`src/rtl/twoPhaseRampSeqPkg.sv`:
```
package twoPhaseRampSeqPkg;

  typedef enum logic [2:0] {
    PH_IDLE   = 3'd0,
    PH_AZ     = 3'd1,
    PH_COARSE = 3'd2,
    PH_FINE   = 3'd3,
    PH_SINGLE = 3'd4,
    PH_DONE   = 3'd5
  } phase_t;

  // strobes from control to the counting datapath
  typedef struct packed {
    logic clear;   // restart the count at zero on the next edge
    logic step;    // advance the count by one on the next edge
    logic show;    // drive the count onto the broadcast bus
  } cntCtrl_t;

endpackage

```
`src/rtl/rampSeqCount.sv`:
```
module rampSeqCount
  import twoPhaseRampSeqPkg::*;
#(
  parameter int BUS_W       = 11,
  parameter int COARSE_BITS = 3,
  parameter int FINE_BITS   = 7,
  parameter int AZ_CYCLES   = 4
) (
  input  logic             clk,
  input  logic             rst,
  input  cntCtrl_t         ctl,
  output logic [BUS_W-1:0] countBus,
  output logic             atAzLast,
  output logic             atCoarseLast,
  output logic             atFineLast,
  output logic             atSingleLast
);

  localparam int FULL_BITS = COARSE_BITS + FINE_BITS;
  localparam logic [BUS_W-1:0] AZ_LAST     = BUS_W'(AZ_CYCLES - 1);
  localparam logic [BUS_W-1:0] COARSE_LAST = BUS_W'((64'd1 << COARSE_BITS) - 64'd1);
  localparam logic [BUS_W-1:0] FINE_LAST   = BUS_W'((64'd1 << FINE_BITS) - 64'd1);
  localparam logic [BUS_W-1:0] SINGLE_LAST = BUS_W'((64'd1 << FULL_BITS) - 64'd1);

  logic [BUS_W-1:0] cnt;

  always_ff @(posedge clk) begin
    if (rst || ctl.clear) cnt <= '0;
    else if (ctl.step)    cnt <= cnt + BUS_W'(1);
  end

  always_comb begin
    atAzLast     = (cnt == AZ_LAST);
    atCoarseLast = (cnt == COARSE_LAST);
    atFineLast   = (cnt == FINE_LAST);
    atSingleLast = (cnt == SINGLE_LAST);
    countBus     = ctl.show ? cnt : '0;
  end

endmodule

```
`src/rtl/rampSeqCtrl.sv`:
```
module rampSeqCtrl
  import twoPhaseRampSeqPkg::*;
(
  input  logic     clk,
  input  logic     rst,
  input  logic     startPulse,
  input  logic     singleSlopeMode,
  input  logic     atAzLast,
  input  logic     atCoarseLast,
  input  logic     atFineLast,
  input  logic     atSingleLast,
  output cntCtrl_t ctl,
  output logic     busy,
  output logic     azActive,
  output logic     coarseActive,
  output logic     fineActive,
  output logic     singleActive,
  output logic     forceRamp1,
  output logic     coarseEnd,
  output logic     fineEnd,
  output logic     convDone
);

  phase_t phase, phaseNext;
  logic   modeSingle, modeSingleNext;

  always_ff @(posedge clk) begin
    if (rst) begin
      phase      <= PH_IDLE;
      modeSingle <= 1'b0;
    end else begin
      phase      <= phaseNext;
      modeSingle <= modeSingleNext;
    end
  end

  always_comb begin
    phaseNext      = phase;
    modeSingleNext = modeSingle;
    ctl            = '0;
    case (phase)
      PH_IDLE: begin
        if (startPulse) begin
          phaseNext      = PH_AZ;
          modeSingleNext = singleSlopeMode;
          ctl.clear      = 1'b1;
        end
      end
      PH_AZ: begin
        if (atAzLast) begin
          phaseNext = modeSingle ? PH_SINGLE : PH_COARSE;
          ctl.clear = 1'b1;
        end else begin
          ctl.step = 1'b1;
        end
      end
      PH_COARSE: begin
        ctl.show = 1'b1;
        if (atCoarseLast) begin
          phaseNext = PH_FINE;
          ctl.clear = 1'b1;
        end else begin
          ctl.step = 1'b1;
        end
      end
      PH_FINE: begin
        ctl.show = 1'b1;
        if (atFineLast) begin
          phaseNext = PH_DONE;
          ctl.clear = 1'b1;
        end else begin
          ctl.step = 1'b1;
        end
      end
      PH_SINGLE: begin
        ctl.show = 1'b1;
        if (atSingleLast) begin
          phaseNext = PH_DONE;
          ctl.clear = 1'b1;
        end else begin
          ctl.step = 1'b1;
        end
      end
      PH_DONE: begin
        phaseNext = PH_IDLE;
        ctl.clear = 1'b1;
      end
      default: begin
        phaseNext = PH_IDLE;
        ctl.clear = 1'b1;
      end
    endcase
  end

  always_comb begin
    busy         = (phase != PH_IDLE);
    azActive     = (phase == PH_AZ);
    coarseActive = (phase == PH_COARSE);
    fineActive   = (phase == PH_FINE);
    singleActive = (phase == PH_SINGLE);
    convDone     = (phase == PH_DONE);
    forceRamp1   = coarseActive || singleActive;
    coarseEnd    = coarseActive && atCoarseLast;
    fineEnd      = (fineActive && atFineLast) || (singleActive && atSingleLast);
  end

endmodule

```
`src/rtl/twoPhaseRampSeq.sv`:
```
module twoPhaseRampSeq
  import twoPhaseRampSeqPkg::*;
#(
  parameter int BUS_W       = 11,
  parameter int COARSE_BITS = 3,
  parameter int FINE_BITS   = 7,
  parameter int AZ_CYCLES   = 4
) (
  input  logic             clk,
  input  logic             rst,
  input  logic             startPulse,
  input  logic             singleSlopeMode,
  output logic [BUS_W-1:0] countBus,
  output logic             busy,
  output logic             azActive,
  output logic             coarseActive,
  output logic             fineActive,
  output logic             singleActive,
  output logic             forceRamp1,
  output logic             coarseEnd,
  output logic             fineEnd,
  output logic             convDone
);

  cntCtrl_t ctl;
  logic atAzLast, atCoarseLast, atFineLast, atSingleLast;

  rampSeqCtrl ctrl_i (
    .clk             (clk),
    .rst             (rst),
    .startPulse      (startPulse),
    .singleSlopeMode (singleSlopeMode),
    .atAzLast        (atAzLast),
    .atCoarseLast    (atCoarseLast),
    .atFineLast      (atFineLast),
    .atSingleLast    (atSingleLast),
    .ctl             (ctl),
    .busy            (busy),
    .azActive        (azActive),
    .coarseActive    (coarseActive),
    .fineActive      (fineActive),
    .singleActive    (singleActive),
    .forceRamp1      (forceRamp1),
    .coarseEnd       (coarseEnd),
    .fineEnd         (fineEnd),
    .convDone        (convDone)
  );

  rampSeqCount #(
    .BUS_W       (BUS_W),
    .COARSE_BITS (COARSE_BITS),
    .FINE_BITS   (FINE_BITS),
    .AZ_CYCLES   (AZ_CYCLES)
  ) count_i (
    .clk          (clk),
    .rst          (rst),
    .ctl          (ctl),
    .countBus     (countBus),
    .atAzLast     (atAzLast),
    .atCoarseLast (atCoarseLast),
    .atFineLast   (atFineLast),
    .atSingleLast (atSingleLast)
  );

endmodule

```
`config.mk`:
```
export PLATFORM = sky130hd
export DESIGN_NAME = twoPhaseRampSeq
export DESIGN_NICKNAME = d
export VERILOG_FILES = /design/src/rtl/twoPhaseRampSeqPkg.sv /design/src/rtl/rampSeqCount.sv /design/src/rtl/rampSeqCtrl.sv /design/src/rtl/twoPhaseRampSeq.sv
export SDC_FILE = /design/constraint.sdc
export NUM_CORES = 1
export LEC_CHECK = 0
export CAP_MARGIN = 20
export CELL_PAD_IN_SITES_DETAIL_PLACEMENT = 1
export CELL_PAD_IN_SITES_GLOBAL_PLACEMENT = 1
export CORE_ASPECT_RATIO = 2
export CORE_MARGIN = 3
export CORE_UTILIZATION = 36
export CTS_CLUSTER_SIZE = 10
export DETAILED_ROUTE_END_ITERATION = 7
export PLACE_DENSITY = 0.74
export SYNTH_ARGS = -nofsm -noshare
export SYNTH_HDL_FRONTEND = slang
export SYNTH_SLANG_ARGS = --single-unit
```
`constraint.sdc`:
```
create_clock -name clk -period 2.48 [get_ports clk]
set_input_delay 0.496 -clock clk [delete_from_list [all_inputs] [get_ports clk]]
set_output_delay 0.496 -clock clk [all_outputs]
set_load 0.01 [all_outputs]
```
==> results.json <==
{
  "outcome": "finished clean",
  "area_share_of_the_largest_cell_type_after_synthesis_pct": 28.0,
  "critPathRequiredTime_ns": 1.98,
  "route.antenna.remaining_nets": 0,
  "fin_hold_ws_ns": 0.545,
  "layout.cells.non_filler": 190,
  "synthDistinctLibCells": 38,
  "flip_flop_and_latch_count_after_synthesis": 15,
  "power_uw": 659,
  "insertion_delay_ns": 0.25,
  "postLayoutCoreUtil_pct": 52.0,
  "p_leak_nw": 0.619,
  "slew-limit-headroom_pct": 54.3,
  "area_enclosed_by_the_die_boundary_um2": 3710,
  "finalWirelength_um": 3420,
  "setup-violations-final": 0,
  "cp_top_family": "simple AND/OR/NAND/NOR gates",
  "synth-edff-count": 0,
  "fin_setup_tns_ns": 0,
  "final_hold_violating_endpoints": 0,
  "cts_sinks": 15,
  "wire_length_of_the_first_global_routing_pass_um": 5770,
  "worst-setup-path-type": "flip-flop to output port",
  "yosysMostFrequentCell": "sky130_fd_sc_hd__dfxtp_1",
  "clock_skew_ns": 0.00306,
  "critPathArrivalTime_ns": 1.90,
  "clock_transition_at_the_registers_of_the_reported_paths_ns": 0.06,
  "dp_cells": 186,
  "syn2layout_area_growth_pct": 35.8,
  "coreArea_um2": 2800,
  "setup_repair_after_global_routing_missed_its_margin": "false",
  "critical_path.max_stage_delay_ns": 0.56,
  "antenna_violations_before_repair": 0,
  "clock_tree.buffer_depth": 2,
  "cellPowerDensity_nw_per_um2": 452,
  "max_clk_rate_mhz": 418,
  "start_kind": "flip-flop",
  "maxCapViolCount": 0,
  "placed_area_um2": 1380,
  "tritoncts": "built",
  "number_of_filler_cells_placed_in_the_layout": 350,
  "first_global_vias": 1274,
  "fp-row-count": 27,
  "htree_levels": 1,
  "grt_start_max_net_pins": 20,
  "worstSetupEndpointType": "output port",
  "dp_hpwl_um": 2540,
  "boundaryPins": 24,
  "port-buffer-count": 23,
  "die_span_in_x_um": 44.6,
  "floorplan.initialDensity_pct": 38.3,
  "pre_cts_slack_ns": 0.105,
  "design_area_um2": 1460,
  "syn_nets": 138,
  "layout_cell_share_with_drive_strength_beyond_1_pct": 16.1,
  "synth-async-reset-ratio_pct": 0,
  "shortest_clock_period_the_worst_path_allows_after_layout_ns": 2.39,
  "final.period_utilization_pct": 96.5,
  "per_cell_via_count_in_the_routed_design": 5.99,
  "first_iter_violations": 20,
  "route.vias.total": 1138,
  "ys_seq_area_share_pct": 28.0,
  "drc": 0,
  "synth_area_um2": 1070,
  "worst-slew-pin-transition_ns": 0.679,
  "ctsRootBufferMaster": "sky130_fd_sc_hd__clkbuf_8",
  "cp_slowest_cell": "sky130_fd_sc_hd__clkdlybuf4s50_1",
  "timing.final.max_slew_violations": 0,
  "hold_class": "flip-flop to flip-flop",
  "syn_area_per_cell_um2": 8.13,
  "drt_wl_cell_um": 18.0,
  "track_usage_pct": 20.1,
  "ys.flop_type": "sky130_fd_sc_hd__dfxtp_1",
  "synth_warnings": 0,
  "net_count_final": 168,
  "cts_hold_buf": 0,
  "syn-instance-count": 132,
  "worstPathCellList": "or3b_4 > inv_2 > nor2_2 > nor2b_1 > clkdlybuf4s50_1",
  "cts_made_buffers": 3,
  "count_of_antenna_diodes_in_the_layout": 0,
  "yosysTopAreaCell": "sky130_fd_sc_hd__dfxtp_1",
  "timing.critical_path.buf_inv": 2,
  "overflow": 0,
  "place.gp.congestion": 0.767,
  "first_pass_iters": 4,
  "synthTopCellsByArea": "sky130_fd_sc_hd__dfxtp_1 28%, sky130_fd_sc_hd__nor2b_1 7.0%, sky130_fd_sc_hd__a21oi_1 5.1%, sky130_fd_sc_hd__mux2i_1 4.7%, sky130_fd_sc_hd__nand4_1 4.1%",
  "ys_top_cells_by_count": "15 x sky130_fd_sc_hd__dfxtp_1, 12 x sky130_fd_sc_hd__nor2b_1, 11 x sky130_fd_sc_hd__a21oi_1, 9 x sky130_fd_sc_hd__nor2_1",
  "critical_path_peak_fanout": 11,
  "worst_slack_ns": 0.0876,
  "die-height_um": 83.2,
  "peakVddDrop_mv": 0.368
}
cell type report:
class | instances | area [µm²] | area share, %
Multi-Input combinational cell | 105 | 741 | 50.8
Timing Repair Buffer | 34 | 324 | 22.2
Sequential cell | 15 | 300 | 20.6
Clock buffer | 4 | 45.0 | 3.09
Tap cell | 29 | 36.3 | 2.49
Inverter | 3 | 11.3 | 0.773
placed cells by master, fill, tap and decap left out, types with 2 or more instances in the layout:
cell type                          n
sky130_fd_sc_hd__mux2i_1           5
sky130_fd_sc_hd__inv_1             2
sky130_fd_sc_hd__ha_1              2
sky130_fd_sc_hd__nand2b_1          3
sky130_fd_sc_hd__clkbuf_8          3
sky130_fd_sc_hd__a21oi_1          11
sky130_fd_sc_hd__nand4_1           7
sky130_fd_sc_hd__o31ai_1           5
sky130_fd_sc_hd__dlymetal6s2s_1    5
sky130_fd_sc_hd__or3_1             7
sky130_fd_sc_hd__nand3_1           4
sky130_fd_sc_hd__nor2_1            8
sky130_fd_sc_hd__nand3b_1          3
sky130_fd_sc_hd__dfxtp_1          15
sky130_fd_sc_hd__and2_1            5
sky130_fd_sc_hd__nor2b_1          11
sky130_fd_sc_hd__o21ai_0           6
sky130_fd_sc_hd__clkdlybuf4s50_1  17
sky130_fd_sc_hd__buf_4            11
sky130_fd_sc_hd__and3b_1           2
sky130_fd_sc_hd__nand2_1           4
sky130_fd_sc_hd__or4_1             4
power breakdown:
group | internal, mW | leakage (nW) | switching (mW)
clock network | 0.114 | 0.0228 | 0.0937
registers | 0.251 | 0.121 | 0.00652
logic | 0.0816 | 0.475 | 0.112
total | 0.447 | 0.619 | 0.213
tightest hold or removal path: stages, from the launching register on:
cell                      delay [ns]
sky130_fd_sc_hd__dfxtp_1        0.36
sky130_fd_sc_hd__o31ai_1        0.08
sky130_fd_sc_hd__a21oi_1        0.06
layer usage:
| layer | GRT usage, % | part of all wire, % |
|---|---|---|
| met1 | 22.0 | 39 |
| met2 | 35.8 | 55 |
| met3 | 2.39 | 2.7 |
| met4 | 9.07 | 2.9 |
| met5 | 0 | 0 |
sequential cells by signal (all words and copies together) (netlist names):
name and cells:
count_i.cnt 11, ctrl_i.modeSingle 1, ctrl_i.phase 3
path summary, 6_finish.rpt:
path / start / endpoint / slack (ns) / depth (start not counted)
setup / recovery: ctrl_i.phase[1] / countBus[7] / 0.09 / 5
hold / removal: count_i.cnt[5] / count_i.cnt[5] / 0.54 / 2
setup reg to reg: count_i.cnt[7] / count_i.cnt[1] / 0.39 / 6
hold reg to reg: count_i.cnt[5] / count_i.cnt[5] / 0.54 / 2
what timing repair did:
item,in CTS,in global routing
gates resized for setup,6,7
buffers inserted,0,0
endpoints found under the setup margin,13,10
cells by family after synthesis:
| logic type | Yosys count | share of synthesized area [%] |
|---|---|---|
| AOI/OAI and AO/OA | 29 | 19.6 |
| adders and majority gates | 2 | 2.33 |
| buffers and inverters | 12 | 5.36 |
| DFF | 15 | 28.0 |
| muxes | 5 | 4.66 |
| and+or+nand+nor | 69 | 40.1 |
Power figures use the tool's default switching activity.
